===== src/rtl/simd_pkg.sv =====
package simd_pkg;
  typedef enum logic [1:0] {
    OP_ADD = 2'd0,
    OP_SUB = 2'd1,
    OP_XAS = 2'd2,
    OP_XSA = 2'd3
  } simd_op_e;

  localparam logic [1:0] KIND_HALVE = 2'b01;
  localparam logic [1:0] KIND_CLAMP = 2'b10;

  function automatic logic flav_wraps(input logic [2:0] fl);
    return (fl[1:0] != KIND_HALVE) && (fl[1:0] != KIND_CLAMP);
  endfunction
endpackage


===== src/rtl/simd_lane.sv =====
module simd_lane #(
  parameter int W = 8
) (
  input  logic [W-1:0] a,
  input  logic [W-1:0] b,
  input  logic         sub,
  input  logic         uns,
  input  logic [1:0]   kind,
  output logic [W-1:0] res,
  output logic         ge
);
  import simd_pkg::*;
  localparam int XW = W + 2;

  logic signed [XW-1:0] xa, xb, full;
  logic signed [XW-1:0] hi_lim, lo_lim;

  always_comb begin
    xa = uns ? {2'b00, a} : {{2{a[W-1]}}, a};
    xb = uns ? {2'b00, b} : {{2{b[W-1]}}, b};
    full = sub ? (xa - xb) : (xa + xb);
    hi_lim = uns ? {2'b00, {W{1'b1}}} : {3'b000, {(W-1){1'b1}}};
    lo_lim = uns ? '0 : {3'b111, {(W-1){1'b0}}};
  end

  always_comb begin
    case (kind)
      KIND_HALVE: res = full[W:1];
      KIND_CLAMP: begin
        if (full > hi_lim)      res = hi_lim[W-1:0];
        else if (full < lo_lim) res = lo_lim[W-1:0];
        else                    res = full[W-1:0];
      end
      default: res = full[W-1:0];
    endcase
  end

  assign ge = (uns && !sub) ? full[W] : !full[XW-1];
endmodule


===== src/rtl/simd_core.sv =====
module simd_core #(
  parameter int DW = 32
) (
  input  logic [DW-1:0]   a,
  input  logic [DW-1:0]   b,
  input  logic            size_half,
  input  logic [1:0]      op,
  input  logic [2:0]      fl,
  output logic [DW-1:0]   res,
  output logic [DW/8-1:0] ge
);
  localparam int BL = DW / 8;
  localparam int HL = DW / 16;

  logic exch, half_eff, uns;
  logic [1:0] kind;
  assign exch     = op[1];
  assign half_eff = size_half | exch;
  assign uns      = fl[2];
  assign kind     = fl[1:0];

  logic [DW-1:0] bres, hres;
  logic [BL-1:0] bge;
  logic [HL-1:0] hge;

  for (genvar i = 0; i < BL; i++) begin : g_byte
    simd_lane #(.W(8)) u_lane (
      .a    (a[i*8 +: 8]),
      .b    (b[i*8 +: 8]),
      .sub  (op[0]),
      .uns  (uns),
      .kind (kind),
      .res  (bres[i*8 +: 8]),
      .ge   (bge[i])
    );
  end

  for (genvar h = 0; h < HL; h++) begin : g_half
    localparam int PAIR = h ^ 1;
    logic [15:0] bsel;
    logic        hsub;
    assign bsel = exch ? b[PAIR*16 +: 16] : b[h*16 +: 16];
    // upper lane of a pair adds for XAS, lower lane subtracts; XSA reversed
    assign hsub = exch ? ((h % 2 == 1) ? op[0] : ~op[0]) : op[0];
    simd_lane #(.W(16)) u_lane (
      .a    (a[h*16 +: 16]),
      .b    (bsel),
      .sub  (hsub),
      .uns  (uns),
      .kind (kind),
      .res  (hres[h*16 +: 16]),
      .ge   (hge[h])
    );
  end

  assign res = half_eff ? hres : bres;

  for (genvar i = 0; i < BL; i++) begin : g_ge
    assign ge[i] = half_eff ? hge[i/2] : bge[i];
  end
endmodule


===== src/rtl/simd_addsub.sv =====
module simd_addsub #(
  parameter int DW = 32,
  localparam int GW = DW / 8
) (
  input  logic          clk,
  input  logic          rst_n,
  input  logic          in_valid,
  output logic          in_ready,
  input  logic [DW-1:0] opa,
  input  logic [DW-1:0] opb,
  input  logic          size_sel,
  input  logic [1:0]    op_sel,
  input  logic [2:0]    flav_sel,
  output logic          out_valid,
  input  logic          out_ready,
  output logic [DW-1:0] result,
  output logic [GW-1:0] ge_flags
);
  import simd_pkg::*;

  logic [DW-1:0] core_res;
  logic [GW-1:0] core_ge;
  logic          accept;

  simd_core #(.DW(DW)) u_core (
    .a         (opa),
    .b         (opb),
    .size_half (size_sel),
    .op        (op_sel),
    .fl        (flav_sel),
    .res       (core_res),
    .ge        (core_ge)
  );

  assign in_ready = !out_valid || out_ready;
  assign accept   = in_valid && in_ready;

  always_ff @(posedge clk) begin
    if (!rst_n) begin
      out_valid <= 1'b0;
      result    <= '0;
      ge_flags  <= '0;
    end else if (accept) begin
      out_valid <= 1'b1;
      result    <= core_res;
      if (flav_wraps(flav_sel)) ge_flags <= core_ge;
    end else if (out_ready) begin
      out_valid <= 1'b0;
    end
  end
endmodule


===== config.mk =====
export PLATFORM = sky130hd
export DESIGN_NAME = simd_addsub
export DESIGN_NICKNAME = d
export VERILOG_FILES = /design/src/rtl/simd_pkg.sv /design/src/rtl/simd_lane.sv /design/src/rtl/simd_core.sv /design/src/rtl/simd_addsub.sv
export SDC_FILE = /design/constraint.sdc
export NUM_CORES = 1
export LEC_CHECK = 0
export BUFFER_PORTS_ARGS = -buffer_cell sky130_fd_sc_hd__clkbuf_2
export CAP_MARGIN = 20
export CORE_ASPECT_RATIO = 1.5
export CORE_MARGIN = 2
export CORE_UTILIZATION = 45
export DETAILED_ROUTE_END_ITERATION = 10
export PLACE_DENSITY = 0.67
export SETUP_SLACK_MARGIN = 0.15
export SYNTH_ARGS = -nofsm -noshare
export SYNTH_HDL_FRONTEND = slang
export SYNTH_SLANG_ARGS = --single-unit

===== constraint.sdc =====
create_clock -name clk -period 6.6 [get_ports clk]
set_input_delay 0.33 -clock clk [delete_from_list [all_inputs] [get_ports clk]]
set_output_delay 0.33 -clock clk [all_outputs]
set_load 0.03 [all_outputs]

==> results of run 1 <==
==> cell usage after synthesis, types with 10 or more instances <==
cell type / number
mux2i_1: 26
nor2_1: 145
o22ai_1: 18
clkbuf_1: 56
ha_1: 102
o31ai_1: 12
nor3_1: 38
a21oi_1: 129
nor4_1: 10
a31oi_1: 23
a221oi_1: 11
buf_2: 10
o221ai_1: 18
xnor2_1: 51
nor2b_1: 31
o21a_1: 30
nand3_1: 20
a211oi_1: 12
nand2b_1: 20
a22oi_1: 11
o21ai_1: 10
xor2_1: 48
a21o_1: 17
mux2_2: 13
dfxtp_1: 37
buf_1: 10
and3_1: 17
a221o_1: 10
nand2_1: 85
o21ai_0: 78
inv_1: 65
==> worst max-delay path, stage by stage <==
cell and delay [ns]:
buf_4 0.37, mux2i_1 0.29, ha_1 0.22, nand2_1 0.11, nor2_1 0.25, nand2_1 0.13, nor2_1 0.16, o21ai_0 0.19
nor2b_1 0.23, mux2i_1 0.21, o31ai_1 0.09, ha_1 0.37, and3_1 0.21, nand2_1 0.07, a2111oi_0 0.48, nor4_1 0.13
o21bai_1 0.17, xnor2_1 0.30, inv_1 0.21, ha_1 0.32, nand2b_1 0.07, nand3_1 0.09, nand3_1 0.26, nand2_1 0.14
a22oi_1 0.22, a21oi_1 0.10, a22o_1 0.22
==> per-layer routing <==
metal / vias to the layer above / track usage / wire [um]
met5: - / 0 / 0
met4: 0 / 0.156 / 1690
met3: 105 / 0.0256 / 1900
met2: 488 / 0.508 / 16600
met1: 5068 / 0.388 / 14500
li1: 5176 / - / -
==> per-stage QoR <==
stage	hold WS (ns)	power, uW
after global routing	0.319	2200
after floorplan	0.459	1340
final	0.291	2050
after global placement	0.449	1710
after detailed placement	0.449	1720
after CTS	0.283	2020
==> flip-flops by register name (all words and copies together), names as in the netlist <==
signal,cells
ge_flags,4
out_valid,1
result,32
==> repair_timing <==
action	in CTS	in global routing
setup endpoints to repair	0	2
resized for setup	0	1
hold buffers	0	0
buffers inserted	0	0
==> final cells by class <==
type	instances	area [um^2]
timing repair buffer	129	693
sequential	37	741
multi-input combinational	1165	8230
fill	2160	10500
clock buffer	6	139
clock inverter	2	37.5
tap	268	335
inverter	67	251
==> report_power, final <==
group | internal (uW) | switching, uW | leakage (uW) | total (uW)
sequential | 253 | 17.7 | 0.000305 | 271
clock | 188 | 95.5 | 0.0000831 | 284
combinational | 541 | 951 | 0.00415 | 1490
total | 982 | 1060 | 0.00454 | 2050
==> logic make-up after synthesis <==
logic type | Yosys count
compound gates | 488
xor+xnor | 100
fa+ha+maj | 108
buf+inv | 144
flops | 37
mux | 41
simple gates | 428
==> how the worst max path moves through the flow <==
stage / cells after the start / slack [ns] / startpoint / endpoint
3_3_place_gp: 26 / 0.39 / opb[3] / result[31]
6_report: 27 / 0.83 / op_sel[1] / result[3]
2_1_floorplan: 31 / 0.22 / op_sel[1] / result[7]
5_1_grt: 27 / 0.28 / op_sel[1] / result[2]
3_5_place_dp: 26 / 0.39 / opb[3] / result[31]
4_1_cts: 26 / 0.67 / opb[3] / result[31]
==> impl_metrics.csv, run 1 <==
group,metric,value,unit
outcome,status,"completed",
logic_synthesis,ys_ff_latch,37,
clocking,clk_pin_slew,0.06,ns
grt,grt_pass1_wl,54000,um
final_layout,drive_gt1_frac,0.132,
logic_synthesis,async_reset_ff_frac,0,
logic_synthesis,syn_area_per_cell,7.07,um^2
placement,dp.cells,1666,
clocking,clock_path_buffers,2,
logic_synthesis,yosys-top-cells-area,"ha_1 13%, dfxtp_1 7.8%, a21oi_1 6.8%, nor2_1 5.7%, xnor2_1 4.7%",
placement,pre_cts_ws,0.391,ns
clocking,cts_buffers,5,
critical_path,r2r_end,"result[14]",
detailed_routing,vias,10837,
logic_synthesis,synth_compound_area_frac,0.351,
timing,slew_headroom,0.296,
hold_path,hold_path_end,"out_valid",
final_layout,diodes,0,
clocking,clock_sinks,37,
logic_synthesis,synth_top_area_share,0.134,
power,p_per_area,196,nW/um^2
placement,place_area,10200,um^2
final_layout,syn_to_final_growth,9.53,%
hold_path,min_delay_path_depth,3,
clocking,clk_latency,0.29,ns
critical_path,end_kind,"flop",
grt,grt_max_degree,43,
critical_path,crit_required,6.78,ns
timing,finalCritPeriodShare,0.874,
timing,setup_violations,0,
detailed_routing,remaining_drc_errors,0,
final_layout,design_area,10400,um^2
timing,maxSlewViolCount,0,
power,p_leak,0.00454,uW
timing,grt_setup_unrepaired,"no",
logic_synthesis,synth_top_family_by_area,"compound AO/OA/AOI/OAI gates",
logic_synthesis,ys.flop_type,"dfxtp_1",
grt,grt_overflow,0,
logic_synthesis,synth_cell_types,95,
floorplanning,rows,65,
critical_path,reg2reg_from,"out_valid",
job,maxCapViolCount,0,
floorplanning,dieArea,22300,um^2
timing,tightest_slew,1.05,ns
logic_synthesis,synth_adder_area_share,0.147,
logic_synthesis,yosys_warnings,0,
logic_synthesis,synthCells,1346,
clocking,htree_levels,2,
hold_path,min-delay-start,"in_valid",
timing,fmax,173,MHz
critical_path,arrival,5.95,ns
final_layout,layout.nets,1587,
final_layout,final_cell_mix,"145 x nor2_1, 129 x a21oi_1, 110 x clkbuf_2",
logic_synthesis,synth_edf_count,0,
placement,hpwl,28200,um
grt,antenna_found_initial,0,
critical_path,path_class,"in2reg",
timing,clock_skew,0.0100,ns
detailed_routing,first_iter_violations,1001,
hold_path,hold_class,"in2reg",
critical_path,startpoint_type,"input pin",
logic_synthesis,synth_xor_area_frac,0.0940,
timing,setup_tns,0,ns
final_layout,mostFrequentLayoutCell,"nor2_1",
floorplanning,core,20900,um^2
floorplanning,die_w,123,um
final_layout,fin_util,0.499,
clocking,root_buffer,"clkbuf_16",
detailed_routing,vias_per_cell,6.47,
logic_synthesis,synth_top_cell_by_area,"ha_1",
critical_path,reg2regPathDepth,7,
final_layout,finalNonFillerCells,1674,
logic_synthesis,synthesis.area,9520,um^2
timing,hold_viol_final,0,
critical_path,cp_max_fo,39,
placement,io_buffer_count,111,
floorplanning,initial_core_util,0.455,
detailed_routing,wirelength,34700,um
detailed_routing,drtPass1Iterations,6,
detailed_routing,ant_nets,0,
logic_synthesis,mappedNetlistNets,1528,
grt,track_usage,0.305,
logic_synthesis,synth-simple-area-share,0.225,
timing,min_period,5.77,ns
floorplanning,ios,112,
power,peakVddDrop,0.0000962,V
timing,setup_slack,0.831,ns
placement,place_congestion,0.954,
detailed_routing,post_drt_wl_per_cell,20.7,um
critical_path,reg2reg_slack,4.41,ns
logic_synthesis,muxShareOfSynthArea,0.0475,
grt,grt_pass1_vias,10025,
clocking,cts_tree,"built",
floorplanning,die_h,182,um
logic_synthesis,ys_seq_area_frac,0.0778,
Power figures use the tool's default switching activity.
==> inputs of run 2 (changes only) <==
REMOVE_ABC_BUFFERS = 1   (was not set)
==> impl_metrics.csv, run 2 (same netlist as run 1, synthesis figures left out) <==
group,metric,value,unit
critical_path,slowest_delay,0.49,ns
clocking,postCtsHoldBufs,0,
final_layout,layout.nets,1585,
placement,place_congestion,0.994,
hold_path,min-delay-start,"in_valid",
floorplanning,dieArea,22300,um^2
detailed_routing,drtPass1Iterations,6,
final_layout,finalNonFillerCells,1672,
timing,hold_viol_final,0,
detailed_routing,wirelength,35100,um
grt,grt_pass1_vias,10157,
floorplanning,die_h,182,um
detailed_routing,ant_nets,0,
critical_path,startpoint_type,"input pin",
grt,track_usage,0.306,
final_layout,regArea,741,um^2
timing,tightest_slew,0.942,ns
final_layout,fin_util,0.496,
floorplanning,ios,112,
grt,antenna_found_initial,0,
grt,grt_max_degree,52,
clocking,post_cts_resized,0,
detailed_routing,post_drt_wl_per_cell,21.0,um
timing,fmax,175,MHz
timing,setup_violations,0,
timing,setup_tns,0,ns
clocking,root_buffer,"clkbuf_16",
critical_path,cp_max_fo,25,
final_layout,final_cell_mix,"145 x nor2_1, 129 x a21oi_1, 109 x clkbuf_2",
critical_path,reg2reg_slack,4.18,ns
job,maxCapViolCount,0,
clocking,cts_tree,"built",
timing,finalCritPeriodShare,0.864,
final_layout,regMostFlops,"result",
placement,dp.cells,1664,
detailed_routing,remaining_drc_errors,0,
grt,grt_overflow,0,
critical_path,arrival,5.88,ns
clocking,cts_buffers,5,
clocking,htree_levels,2,
clocking,clock_sinks,37,
critical_path,path_class,"in2reg",
timing,grt_setup_unrepaired,"no",
final_layout,diodes,0,
critical_path,crit_family,"compound AO/OA/AOI/OAI gates",
grt,grt_pass1_wl,54200,um
final_layout,multi_input_area,8220,um^2
critical_path,cp_slowest_cell,"a2111oi_0",
critical_path,path_buf_inv,2,
final_layout,mostFrequentLayoutCell,"nor2_1",
final_layout,largest_register_ff_count,32,
timing,hold_slack,0.293,ns
clocking,clock_path_buffers,2,
clocking,clk_latency,0.29,ns
timing,slew_headroom,0.372,
power,peakVddDrop,0.000105,V
detailed_routing,vias_per_cell,6.59,
critical_path,reg2regPathDepth,6,
critical_path,r2r_end,"result[12]",
timing,maxSlewViolCount,0,
clocking,clk_pin_slew,0.05,ns
critical_path,reg2reg_from,"out_valid",
placement,hpwl,28300,um
floorplanning,rows,65,
floorplanning,initial_core_util,0.455,
critical_path,crit_required,6.78,ns
detailed_routing,vias,11025,
timing,clock_skew,0.00791,ns
floorplanning,core,20900,um^2
power,p_leak,0.00451,uW
final_layout,drive_gt1_frac,0.129,
hold_path,min_delay_path_depth,3,
power,p_per_area,195,nW/um^2
final_layout,fill_cells,2171,
outcome,status,"completed",
detailed_routing,first_iter_violations,1200,
placement,io_buffer_count,111,
power,fin_total_pwr,2020,uW
final_layout,largest_registers,"result: 32 flops, ge_flags: 4 flops, out_valid: 1 flops",
final_layout,syn_to_final_growth,8.90,%
clocking,cts_setup_buffers,0,
hold_path,hold_class,"in2reg",
floorplanning,die_w,123,um
critical_path,end_kind,"flop",
timing,min_period,5.70,ns
hold_path,hold_path_end,"out_valid",
run 2: worst register-to-register path, delay by kind of cell (launching register included):
kind	cells	cell delay (ns)
and+or+nand+nor	4	1.42
AOI/OAI and AO/OA	2	0.57
DFF	1	0.30
run 2: how the worst max path moves through the flow:
stage / from / to / slack (ns) / depth (start not counted)
2_1_floorplan: opb[5] / result[31] / 1.73 / 25
3_3_place_gp: op_sel[1] / result[20] / 0.70 / 27
3_5_place_dp: op_sel[1] / result[7] / 0.72 / 25
4_1_cts: op_sel[1] / result[7] / 0.99 / 25
5_1_grt: op_sel[1] / result[7] / 0.43 / 25
6_report: op_sel[1] / result[7] / 0.90 / 25
run 2: layout make-up:
cell class	count	area share
clock inverters	2	0.000966
repair buffers	127	0.0654
clock buffers	6	0.0124
inverters	67	0.0243
well taps	268	0.0324
multi-input cells	1165	0.793
flip-flops and latches	37	0.0715
run 2: through the flow:
stage	setup slack [ns]	area, um^2
2_1_floorplan	1.73	9210
3_5_place_dp	0.722	10200
5_1_grt	0.426	10400
6_report	0.896	10400
3_3_place_gp	0.704	10200
4_1_cts	0.994	10400
run 2: metal layers:
| metal | wire length, um | vias up | GRT usage |
|---|---|---|---|
| li1 | - | 5161 | - |
| met1 | 14200 | 5180 | 0.384 |
| met2 | 16800 | 558 | 0.522 |
| met3 | 2280 | 126 | 0.0191 |
| met4 | 1840 | 0 | 0.151 |
| met5 | 0 | - | 0 |
run 2: where the power goes:
part           leakage (uW)  switching (uW)  internal, uW  total, uW
registers          0.000305            18.9           253        272
clock network     0.0000706            94.4           139        233
logic               0.00413             968           544       1510
total               0.00451            1080           936       2020
==> inputs of run 3 (changes only) <==
PLACE_DENSITY = not set   (was 0.67)
clock period = 6.7 ns   (was 6.6 ns; I/O delays follow)
==> impl_metrics.csv, run 3 (same netlist as run 1, synthesis figures left out) <==
group,metric,value,unit
critical_path,reg2reg_slack,4.39,ns
grt,globalRouteMet1Util,0.386,
timing,maxSlewViolCount,0,
floorplanning,core,20900,um^2
critical_path,path_class,"in2reg",
detailed_routing,ant_nets,0,
grt,gr-usage-met3,0.0281,
final_layout,mostFrequentLayoutCell,"nor2_1",
detailed_routing,vias_per_cell,6.41,
clocking,clock_sinks,37,
clocking,cts_tree,"built",
hold_path,min_delay_path_depth,3,
timing,grt_setup_unrepaired,"no",
critical_path,startpoint_type,"input pin",
timing,slew_headroom,0.386,
critical_path,reg2regPathDepth,9,
floorplanning,die_w,123,um
grt,antenna_found_initial,0,
timing,setup_tns,0,ns
timing,fmax,166,MHz
detailed_routing,post_drt_wl_per_cell,21.1,um
power,p_int,921,uW
clocking,post_cts_resized,0,
final_layout,final_cell_mix,"145 x nor2_1, 129 x a21oi_1, 109 x clkbuf_2",
detailed_routing,wirelength,35400,um
critical_path,crit_required,6.86,ns
detailed_routing,first_iter_violations,926,
power,p_leak,0.00452,uW
grt,grt_overflow,0,
floorplanning,initial_core_util,0.455,
hold_path,hold_class,"in2reg",
placement,dp.cells,1667,
power,switching_share,0.540,
clocking,root_buffer,"clkbuf_16",
timing,hold_slack,0.288,ns
critical_path,cp_max_fo,49,
hold_path,min-delay-start,"in_valid",
outcome,status,"completed",
critical_path,reg2reg_from,"out_valid",
final_layout,syn_to_final_growth,9.18,%
critical_path,end_kind,"flop",
timing,finalCritPeriodShare,0.901,
critical_path,arrival,6.20,ns
grt,track_usage,0.311,
clocking,postCtsHoldBufs,0,
power,peakVddDrop,0.0000945,V
placement,io_buffer_count,111,
job,maxCapViolCount,0,
timing,clock_skew,0.00429,ns
critical_path,slowest_delay,0.48,ns
clocking,cts_setup_buffers,0,
timing,tightest_slew,0.914,ns
critical_path,r2r_end,"result[26]",
clocking,cts_buffers,5,
final_layout,largest_register_ff_count,32,
timing,min_period,6.04,ns
power,clkPwrFrac,0.116,
grt,grt_util_met2,0.539,
power,p_switching,1080,uW
detailed_routing,remaining_drc_errors,0,
clocking,clk_latency,0.29,ns
placement,place_congestion,0.973,
grt,grt_pass1_wl,54500,um
clocking,clk_pin_slew,0.06,ns
final_layout,regMostFlops,"result",
floorplanning,rows,65,
timing,setup_violations,0,
final_layout,largest_registers,"result: 32 flops, ge_flags: 4 flops, out_valid: 1 flops",
critical_path,cp_slowest_cell,"nor3b_1",
placement,hpwl,29000,um
final_layout,diodes,0,
clocking,clock_path_buffers,2,
clocking,htree_levels,2,
detailed_routing,drtPass1Iterations,5,
power,p_per_area,193,nW/um^2
grt,grt.busiest_layer,"met2",
timing,hold_viol_final,0,
floorplanning,die_h,182,um
final_layout,finalNonFillerCells,1675,
floorplanning,dieArea,22300,um^2
hold_path,hold_path_end,"out_valid",
power,seq_power_share,0.133,
floorplanning,ios,112,
grt,grt_pass1_vias,10028,
detailed_routing,vias,10741,
grt,grt_max_degree,50,
power,combPwrFrac,0.750,
final_layout,drive_gt1_frac,0.131,
final_layout,layout.nets,1588,
[run 3: changes by cell type in the layout (fill, tap and decap cells not counted), sizes merged]
cell and change:
buf +3
[run 3: worst max path at each step]
stage              start          to  cells past startpoint
2_1_floorplan     opb[5]  result[31]                     25
4_1_cts        op_sel[1]  result[31]                     26
3_5_place_dp   op_sel[1]  result[31]                     26
6_report       op_sel[1]  result[20]                     26
5_1_grt        op_sel[1]  result[31]                     26
3_3_place_gp   op_sel[1]  result[20]                     26
[run 3: power by group through the flow]
stage | clock (uW) | sequential (uW) | combinational, uW
2_1_floorplan | 0 | 325 | 958
3_3_place_gp | 0 | 272 | 1460
3_5_place_dp | 0 | 272 | 1470
4_1_cts | 234 | 268 | 1470
5_1_grt | 244 | 271 | 1640
6_report | 233 | 267 | 1500
[run 3: area by class of cell]
class,count,area (um^2)
clock buffers,6,129
flip-flops and latches,37,741
multi-input cells,1165,8220
well taps,268,335
inverters,67,251
clock inverters,2,10.0
repair buffers,130,704
fillers,2210,10500
[run 3: metal layers]
metal,part of all wire,vias to the layer above
met1,0.42,5074
met2,0.49,416
met3,0.054,91
met5,0,-
li1,-,5160
met4,0.040,0
[run 3: per-stage QoR]
stage	setup slack (ns)	power, uW	area (um^2)	utilization
final	0.664	2000	10400	0.497
after global routing	0.219	2150	10400	0.497
after CTS	0.633	1970	10400	0.497
after detailed placement	0.351	1740	10200	0.490
after global placement	0.461	1730	10200	0.490
after floorplan	1.82	1280	9210	-
[run 3: worst max-delay path: cells and delay by family]
kind | cells | cell delay (ns)
and+or+nand+nor | 12 | 2.27
AOI/OAI and AO/OA | 7 | 1.44
buffers and inverters | 3 | 0.77
xor gates and xnor gates | 2 | 0.72
adders and majority gates | 2 | 0.62
